<file path="src/rtl/skc_pkg.sv">
`timescale 1ns/1ps
package skc_pkg;

    typedef enum logic [1:0] {
        CMD_NONE   = 2'd0,
        CMD_EVICT  = 2'd1,
        CMD_FILL   = 2'd2,
        CMD_UPDATE = 2'd3
    } cmd_op_e;

    typedef enum logic [2:0] {
        ST_IDLE   = 3'd0,
        ST_LOOKUP = 3'd1,
        ST_EVICT  = 3'd2,
        ST_FILL   = 3'd3,
        ST_UPDATE = 3'd4,
        ST_RESP   = 3'd5
    } ctl_state_e;

endpackage

</file>
<file path="src/rtl/skc_index_hash.sv">
`timescale 1ns/1ps
// Per-bank set index: rotl(bitrev(g1), ROT) ^ rotl1(g2). Wiring plus one XOR level.
module skc_index_hash #(
    parameter int BN_W  = 14,
    parameter int IDX_W = 4,
    parameter int ROT   = 0
) (
    input  logic [BN_W-1:0]  blk_num,
    output logic [IDX_W-1:0] set_idx
);
    logic [IDX_W-1:0] grp_lo;
    logic [IDX_W-1:0] grp_hi;
    logic [IDX_W-1:0] perm_lo;
    logic [IDX_W-1:0] perm_hi;
    logic [IDX_W-1:0] rot_lo;

    assign grp_lo = blk_num[IDX_W-1:0];
    assign grp_hi = blk_num[2*IDX_W-1:IDX_W];

    for (genvar i = 0; i < IDX_W; i++) begin : g_bits
        assign perm_lo[i]                   = grp_lo[IDX_W-1-i];
        assign perm_hi[(i+1) % IDX_W]       = grp_hi[i];
        assign rot_lo[(i+ROT) % IDX_W]      = perm_lo[i];
    end

    assign set_idx = rot_lo ^ perm_hi;
endmodule

</file>
<file path="src/rtl/skc_tag_store.sv">
`timescale 1ns/1ps
module skc_tag_store #(
    parameter int BANKS  = 2,
    parameter int SETS   = 16,
    parameter int BN_W   = 14,
    parameter int IDX_W  = 4,
    parameter int BANK_W = 1
) (
    input  logic                        clk,
    input  logic                        rst_n,
    input  logic [BANKS-1:0][IDX_W-1:0] lk_idx,
    output logic [BANKS-1:0]            lk_valid,
    output logic [BANKS-1:0][BN_W-1:0]  lk_tag,
    input  logic                        inv_en,
    input  logic [BANK_W-1:0]           inv_bank,
    input  logic [IDX_W-1:0]            inv_set,
    input  logic                        ins_en,
    input  logic [BANK_W-1:0]           ins_bank,
    input  logic [IDX_W-1:0]            ins_set,
    input  logic [BN_W-1:0]             ins_tag
);
    for (genvar b = 0; b < BANKS; b++) begin : g_bank
        logic [SETS-1:0] vbits;
        logic [BN_W-1:0] tag_mem [SETS];

        always_ff @(posedge clk) begin
            if (!rst_n) begin
                vbits <= '0;
            end else begin
                if (inv_en && inv_bank == BANK_W'(b)) vbits[inv_set] <= 1'b0;
                if (ins_en && ins_bank == BANK_W'(b)) vbits[ins_set] <= 1'b1;
            end
        end

        always_ff @(posedge clk) begin
            if (ins_en && ins_bank == BANK_W'(b)) tag_mem[ins_set] <= ins_tag;
        end

        assign lk_valid[b] = vbits[lk_idx[b]];
        assign lk_tag[b]   = tag_mem[lk_idx[b]];
    end
endmodule

</file>
<file path="src/rtl/skc_victim_sel.sv">
`timescale 1ns/1ps
module skc_victim_sel #(
    parameter int BANKS  = 2,
    parameter int BANK_W = 1
) (
    input  logic [BANKS-1:0]  cand_valid,
    input  logic [BANK_W-1:0] repl_bank,
    output logic [BANK_W-1:0] victim_bank
);
    always_comb begin
        if ({1'b0, repl_bank} < (BANK_W+1)'(BANKS)) victim_bank = repl_bank;
        else                                        victim_bank = '0;
        // Walk downward so the lowest invalid bank is the last to win.
        for (int k = BANKS - 1; k >= 0; k--) begin
            if (!cand_valid[k]) victim_bank = BANK_W'(k);
        end
    end
endmodule

</file>
<file path="src/rtl/skc_dcache_ctrl.sv">
`timescale 1ns/1ps
module skc_dcache_ctrl #(
    parameter int ADDR_W    = 16,
    parameter int BLK_BYTES = 4,
    parameter int SETS      = 16,
    parameter int BANKS     = 2,
    localparam int OFF_W  = $clog2(BLK_BYTES),
    localparam int IDX_W  = $clog2(SETS),
    localparam int BN_W   = ADDR_W - OFF_W,
    localparam int BANK_W = (BANKS > 1) ? $clog2(BANKS) : 1
) (
    input  logic                 clk,
    input  logic                 rst_n,
    input  logic                 req_valid,
    output logic                 req_ready,
    input  logic                 req_write,
    input  logic [ADDR_W-1:0]    req_addr,
    input  logic [1:0]           req_size,
    output logic                 rsp_valid,
    output logic                 rsp_hit,
    input  logic [BANK_W-1:0]    repl_bank,
    output logic                 cmd_valid,
    input  logic                 cmd_ready,
    output logic [1:0]           cmd_op,
    output logic [BANK_W-1:0]    cmd_bank,
    output logic [IDX_W-1:0]     cmd_set,
    output logic [BN_W-1:0]      cmd_blk,
    output logic [BLK_BYTES-1:0] cmd_be
);
    import skc_pkg::*;

    ctl_state_e state, nxt_state;

    // Latched request
    logic                 q_write;
    logic                 q_full;
    logic [BN_W-1:0]      q_bn;
    logic [BLK_BYTES-1:0] q_be;
    // Lookup outcome
    logic                 q_hit;
    logic                 q_fill;
    logic [BANK_W-1:0]    q_bank;
    logic [IDX_W-1:0]     q_set;
    logic [BN_W-1:0]      q_old;

    // Request decode
    logic [3:0]           size_mask;
    logic [BLK_BYTES-1:0] be_new;
    logic                 full_new;

    // Lookup
    logic [BANKS-1:0][IDX_W-1:0] bank_idx;
    logic [BANKS-1:0]            lk_valid;
    logic [BANKS-1:0][BN_W-1:0]  lk_tag;
    logic                        hit_any;
    logic [BANK_W-1:0]           hit_bank;
    logic [IDX_W-1:0]            hit_set;
    logic [BANK_W-1:0]           vic_bank;
    logic                        vic_valid;
    logic [IDX_W-1:0]            vic_set;
    logic [BN_W-1:0]             vic_tag;

    // Tag store control
    logic inv_en;
    logic ins_en;

    for (genvar b = 0; b < BANKS; b++) begin : g_hash
        skc_index_hash #(
            .BN_W  (BN_W),
            .IDX_W (IDX_W),
            .ROT   (b % IDX_W)
        ) u_hash (
            .blk_num (q_bn),
            .set_idx (bank_idx[b])
        );
    end

    skc_tag_store #(
        .BANKS  (BANKS),
        .SETS   (SETS),
        .BN_W   (BN_W),
        .IDX_W  (IDX_W),
        .BANK_W (BANK_W)
    ) u_tags (
        .clk      (clk),
        .rst_n    (rst_n),
        .lk_idx   (bank_idx),
        .lk_valid (lk_valid),
        .lk_tag   (lk_tag),
        .inv_en   (inv_en),
        .inv_bank (q_bank),
        .inv_set  (q_set),
        .ins_en   (ins_en),
        .ins_bank (q_bank),
        .ins_set  (q_set),
        .ins_tag  (q_bn)
    );

    skc_victim_sel #(
        .BANKS  (BANKS),
        .BANK_W (BANK_W)
    ) u_victim (
        .cand_valid  (lk_valid),
        .repl_bank   (repl_bank),
        .victim_bank (vic_bank)
    );

    // Request byte mask and whole-block detection
    always_comb begin
        unique case (req_size)
            2'd0:    size_mask = 4'b0001;
            2'd1:    size_mask = 4'b0011;
            default: size_mask = 4'b1111;
        endcase
        be_new   = BLK_BYTES'(size_mask) << req_addr[OFF_W-1:0];
        full_new = req_write && (BLK_BYTES == 4) && (size_mask == 4'b1111);
    end

    // Tag compare across banks
    always_comb begin
        hit_any  = 1'b0;
        hit_bank = '0;
        for (int k = 0; k < BANKS; k++) begin
            if (!hit_any && lk_valid[k] && lk_tag[k] == q_bn) begin
                hit_any  = 1'b1;
                hit_bank = BANK_W'(k);
            end
        end
    end

    // Per-bank selection of set, valid and stored tag
    always_comb begin
        hit_set   = '0;
        vic_set   = '0;
        vic_valid = 1'b0;
        vic_tag   = '0;
        for (int k = 0; k < BANKS; k++) begin
            if (hit_bank == BANK_W'(k)) hit_set = bank_idx[k];
            if (vic_bank == BANK_W'(k)) begin
                vic_set   = bank_idx[k];
                vic_valid = lk_valid[k];
                vic_tag   = lk_tag[k];
            end
        end
    end

    // State register
    always_ff @(posedge clk) begin
        if (!rst_n) state <= ST_IDLE;
        else        state <= nxt_state;
    end

    // Next state
    always_comb begin
        nxt_state = state;
        unique case (state)
            ST_IDLE: begin
                if (req_valid) nxt_state = ST_LOOKUP;
            end
            ST_LOOKUP: begin
                if (hit_any)        nxt_state = q_write ? ST_UPDATE : ST_RESP;
                else if (vic_valid) nxt_state = ST_EVICT;
                else if (!q_full)   nxt_state = ST_FILL;
                else                nxt_state = ST_UPDATE;
            end
            ST_EVICT: begin
                if (cmd_ready) nxt_state = q_fill ? ST_FILL : ST_UPDATE;
            end
            ST_FILL: begin
                if (cmd_ready) nxt_state = q_write ? ST_UPDATE : ST_RESP;
            end
            ST_UPDATE: begin
                if (cmd_ready) nxt_state = ST_RESP;
            end
            ST_RESP: begin
                nxt_state = ST_IDLE;
            end
            default: nxt_state = ST_IDLE;
        endcase
    end

    // Datapath registers
    always_ff @(posedge clk) begin
        if (!rst_n) begin
            q_write <= 1'b0;
            q_full  <= 1'b0;
            q_bn    <= '0;
            q_be    <= '0;
            q_hit   <= 1'b0;
            q_fill  <= 1'b0;
            q_bank  <= '0;
            q_set   <= '0;
            q_old   <= '0;
        end else begin
            if (state == ST_IDLE && req_valid) begin
                q_write <= req_write;
                q_full  <= full_new;
                q_bn    <= req_addr[ADDR_W-1:OFF_W];
                q_be    <= be_new;
            end
            if (state == ST_LOOKUP) begin
                q_hit  <= hit_any;
                q_fill <= !hit_any && !q_full;
                q_bank <= hit_any ? hit_bank : vic_bank;
                q_set  <= hit_any ? hit_set  : vic_set;
                q_old  <= vic_tag;
            end
        end
    end

    // Outputs
    always_comb begin
        req_ready = 1'b0;
        rsp_valid = 1'b0;
        rsp_hit   = 1'b0;
        cmd_valid = 1'b0;
        cmd_op    = CMD_NONE;
        cmd_bank  = q_bank;
        cmd_set   = q_set;
        cmd_blk   = q_bn;
        cmd_be    = '0;
        inv_en    = 1'b0;
        ins_en    = 1'b0;
        unique case (state)
            ST_IDLE: begin
                req_ready = 1'b1;
            end
            ST_LOOKUP: begin
            end
            ST_EVICT: begin
                cmd_valid = 1'b1;
                cmd_op    = CMD_EVICT;
                cmd_blk   = q_old;
                inv_en    = cmd_ready;
            end
            ST_FILL: begin
                cmd_valid = 1'b1;
                cmd_op    = CMD_FILL;
                cmd_be    = '1;
                ins_en    = cmd_ready;
            end
            ST_UPDATE: begin
                cmd_valid = 1'b1;
                cmd_op    = CMD_UPDATE;
                cmd_be    = q_be;
                ins_en    = cmd_ready && !q_hit && !q_fill;
            end
            ST_RESP: begin
                rsp_valid = 1'b1;
                rsp_hit   = q_hit;
            end
            default: begin
            end
        endcase
    end
endmodule

</file>
<file path="config.mk">
export PLATFORM = sky130hd
export DESIGN_NAME = skc_dcache_ctrl
export DESIGN_NICKNAME = d
export VERILOG_FILES = /design/src/rtl/skc_pkg.sv /design/src/rtl/skc_index_hash.sv /design/src/rtl/skc_tag_store.sv /design/src/rtl/skc_victim_sel.sv /design/src/rtl/skc_dcache_ctrl.sv
export SDC_FILE = /design/constraint.sdc
export NUM_CORES = 1
export LEC_CHECK = 0
export ABC_AREA = 0
export BUFFER_PORTS_ARGS = -buffer_cell sky130_fd_sc_hd__buf_4
export CAP_MARGIN = 20
export CORE_MARGIN = 5
export CORE_UTILIZATION = 41
export CTS_BUF_LIST = sky130_fd_sc_hd__clkbuf_8
export DETAILED_ROUTE_END_ITERATION = 8
export GPL_TIMING_DRIVEN = 0
export PLACE_DENSITY = 0.63
export SETUP_SLACK_MARGIN = 0.4
export SYNTH_ARGS = -nofsm -noshare
export SYNTH_HDL_FRONTEND = slang
export SYNTH_SLANG_ARGS = --single-unit
</file>
<file path="constraint.sdc">
create_clock -name clk -period 12.6 [get_ports clk]
set_clock_uncertainty 0.1 [all_clocks]
set_input_delay 2.52 -clock clk [delete_from_list [all_inputs] [get_ports clk]]
set_output_delay 2.52 -clock clk [all_outputs]
set_load 0.01 [all_outputs]
</file>
==> results.py <==
metrics = {
    "synthesis": {
        "synth_fp_nets": 1438,
        "ys_seq_area_frac": 0.6676,
        "synth_area_leaders": "edfxtp_1 60%, mux4_2 12%, dfxtp_1 6.8%",
        "synthFlopType": "edfxtp_1",
        "netlist_instances": 1414,
        "synth_cell_types": 69,
        "ys_async_sr_fraction": 0,
        "synth_top_area_cell": "edfxtp_1",
        "yosys_warnings": 0,
        "synth-edff-count": 448,
        "netlist_area_um2": 22430,
        "synth-seq-cells": 524,
        "syn_avg_cell_area_um2": 15.86,
        "synth_top_area_frac": 0.5998,
    },
    "status": {
        "outcome": "complete, no violations",
    },
    "detailed_routing": {
        "drc": 0,
        "wl_um": 63480,
        "wl_per_cell_um": 27.06,
        "viasPerCell": 5.850,
        "antenna_left": 0,
        "first_pass_iters": 7,
        "vias": 13720,
        "drt-initial-drc-count": 1299,
    },
    "cts": {
        "clockRootBuffer": "clkbuf_8",
        "cts_resized": 0,
        "cts.clk_slew.worst_paths_ps": 60,
        "clockBufferDepth": 3,
        "cts.sinks": 524,
        "ctsHtreeMaxLevel": 3,
        "worstSkewPairLatency_ps": 680,
        "cts_hold_buf": 0,
        "cts_tree": "built",
        "cts_buffers": 80,
        "post-cts-setup-buffers": 0,
    },
    "place": {
        "placed_cell_area_um2": 24380,
        "hpwl_um": 43680,
        "portBuffers": 51,
        "gp_congestion": 0.9176,
    },
    "grt": {
        "grtUsageMet3": 0.04537,
        "grt_pass1_wl_um": 92680,
        "grt_usage": 0.2112,
        "grtUsageMet2": 0.3284,
        "grt.busiest_layer": "met2",
        "grt_use_met1": 0.2994,
        "grt_overflow_total": 0,
        "antenna_found_initial": 1,
        "grt_max_degree": 38,
        "grt_pass1_vias": 13720,
    },
    "layout": {
        "drive_above_1_share": 0.2365,
        "multiInputGateArea_um2": 7082,
        "layout_commonest_cell": "edfxtp_1",
        "area_growth_pct": 14.99,
        "final_util": 0.4774,
        "fillCellCount": 4613,
        "regArea_um2": 14980,
        "final_cell_mix": "448 x edfxtp_1, 129 x nand2_1, 120 x mux4_2",
        "final_area_um2": 25790,
        "fin_nets": 1610,
    },
    "min_path": {
        "holdPathStages": 2,
        "min_from": "q_hit$_SDFFE_PN0P_",
        "hold_path.class": "reg2reg",
        "min_to": "q_hit$_SDFFE_PN0P_",
    },
    "worst_setup_path": {
        "r2r-end": "state[2]$_SDFFE_PN0P_",
        "r2r_slack_ps": 6680,
        "cp_data_required_time_ps": 9980,
        "crit_slowest_cell": "dfxtp_2",
        "crit_buf_inv": 3,
        "critPathCaptureType": "primary output",
        "cpPeakStageDelay_ps": 880,
        "crit_chain": "clkbuf_1 > clkinv_1 > o21ai_0 > buf_4",
        "cp.arrival_ps": 3590,
        "path_max_fanout": 35,
        "crit_type": "reg2out",
        "critical-path-top-delay-family": "buffers and inverters",
        "r2r_cells": 13,
        "crit_start": "q_bn[2]$_SDFFE_PN0P_",
        "r2r_start": "q_bn[3]$_SDFFE_PN0P_",
        "start_kind": "flop",
    },
    "pwr": {
        "leakagePower_uw": 0.008457,
        "powerDensity_nw_per_um2": 179.1,
        "ir_worst_vdd_v": 0.00006471,
    },
    "sta": {
        "max_clock_freq_mhz": 161.1,
        "rsz0062_at_grt": "no",
        "hold_viol_final": 0,
        "setup_tns_ps": 0,
        "drv_slew": 0,
        "period_share": 0.4926,
        "min_period_ps": 6207,
        "worstMarginPinSlew_ps": 1071,
        "finalSetupViolCount": 0,
        "slew_headroom": 0.2810,
    },
    "die": {
        "dieArea_um2": 59480,
        "core_area_um2": 54030,
        "io_pins": 53,
        "die_w_um": 243.9,
        "initial_core_util": 0.4151,
        "die_h_um": 243.9,
        "rows": 85,
    },
    "job": {
        "cap_viol_max_count": 0,
    },
}
-- synthesized netlist by cell type (8+ instances only) --
master    number
nor3_1        15
nor4_1         8
xnor2_1       18
nand2b_1       9
o21a_1        67
nand3_1       40
o21ai_0       24
mux2_2         8
mux2i_1       58
inv_1         11
buf_4         10
edfxtp_1     448
and2_1        13
nand2_1      129
a22oi_1        8
a311oi_1       8
clkbuf_1      49
buf_2         14
nor2_1        86
dfxtp_1       76
mux4_2       120
a211o_1        9
a211oi_1      17
xor2_1         8
a21oi_1       46
-- through the flow --
step / hold slack (ps) / cells / power (uW) / setup WS [ps]
after floorplan: 341.4 / 1414 / 2881 / 8233
after global placement: 361.7 / 2161 / 3338 / 6217
after detailed placement: 376.4 / 2200 / 3371 / 6663
after CTS: 385.9 / 2345 / 4639 / 6404
after global routing: 411.2 / 2346 / 4815 / 6357
final: 389.2 / 2346 / 4619 / 6393
-- layout make-up --
cell class / count / area share
Sequential cell: 524 / 0.5809
Multi-Input combinational cell: 792 / 0.2746
Clock buffer: 82 / 0.04376
Timing Repair Buffer: 90 / 0.03847
Tap cell: 696 / 0.03376
Buffer: 82 / 0.01523
Clock inverter: 63 / 0.01087
Inverter: 16 / 0.002329
Antenna cell: 1 / 0.00009702
-- worst max-delay path by stage --
| stage | to | slack (ps) | cells past startpoint |
|---|---|---|---|
| after CTS | cmd_blk[2] | 6400 | 4 |
| after global routing | cmd_blk[2] | 6360 | 4 |
| after detailed placement | state[2]$_SDFFE_PN0P_ | 6660 | 14 |
| after global placement | state[2]$_SDFFE_PN0P_ | 6220 | 13 |
| final | cmd_blk[2] | 6390 | 4 |
| after floorplan | u_tags.g_bank[1].tag_mem[11][0]$_DFFE_PP_ | 8230 | 4 |
-- state kept, by name (all words and copies together) (netlist names), 3 cells and up, named ones only --
register and cells:
q_bn 14, u_tags.g_bank.vbits 16, state 3, q_old 14, q_be 4, u_tags.g_bank.tag_mem 448, cmd_set 4
-- power breakdown --
| group | leakage, uW | switching, uW | internal [uW] | total (uW) |
|---|---|---|---|---|
| logic | 0.00289 | 783 | 502 | 1280 |
| clock network | 0.000827 | 662 | 608 | 1270 |
| registers | 0.00474 | 95.2 | 1970 | 2060 |
| total | 0.00846 | 1540 | 3080 | 4620 |
-- metal layers --
layer / up-vias / routed length, um / share of wire
li1: 5976 / - / -
met2: 634 / 29450 / 0.46
met3: 101 / 5423 / 0.085
met1: 7013 / 26830 / 0.42
met4: 0 / 1773 / 0.028
met5: - / 0 / 0
-- cells by family after synthesis --
| logic type | after synthesis | share of synthesized area |
|---|---|---|
| multiplexers | 192 | 0.1574 |
| AND/OR/NAND/NOR | 339 | 0.06968 |
| flip-flops | 524 | 0.6676 |
| buffers and inverters | 98 | 0.02019 |
| XOR/XNOR | 29 | 0.01283 |
| AO/OA/AOI/OAI | 232 | 0.07224 |
-- tightest hold or removal path, delay by kind of cell, from the launching register on --
family,cells,cell delay (ps)
flip-flops,1,330
AND/OR/NAND/NOR,1,60
AO/OA/AOI/OAI,1,50
Power figures use the tool's default switching activity.
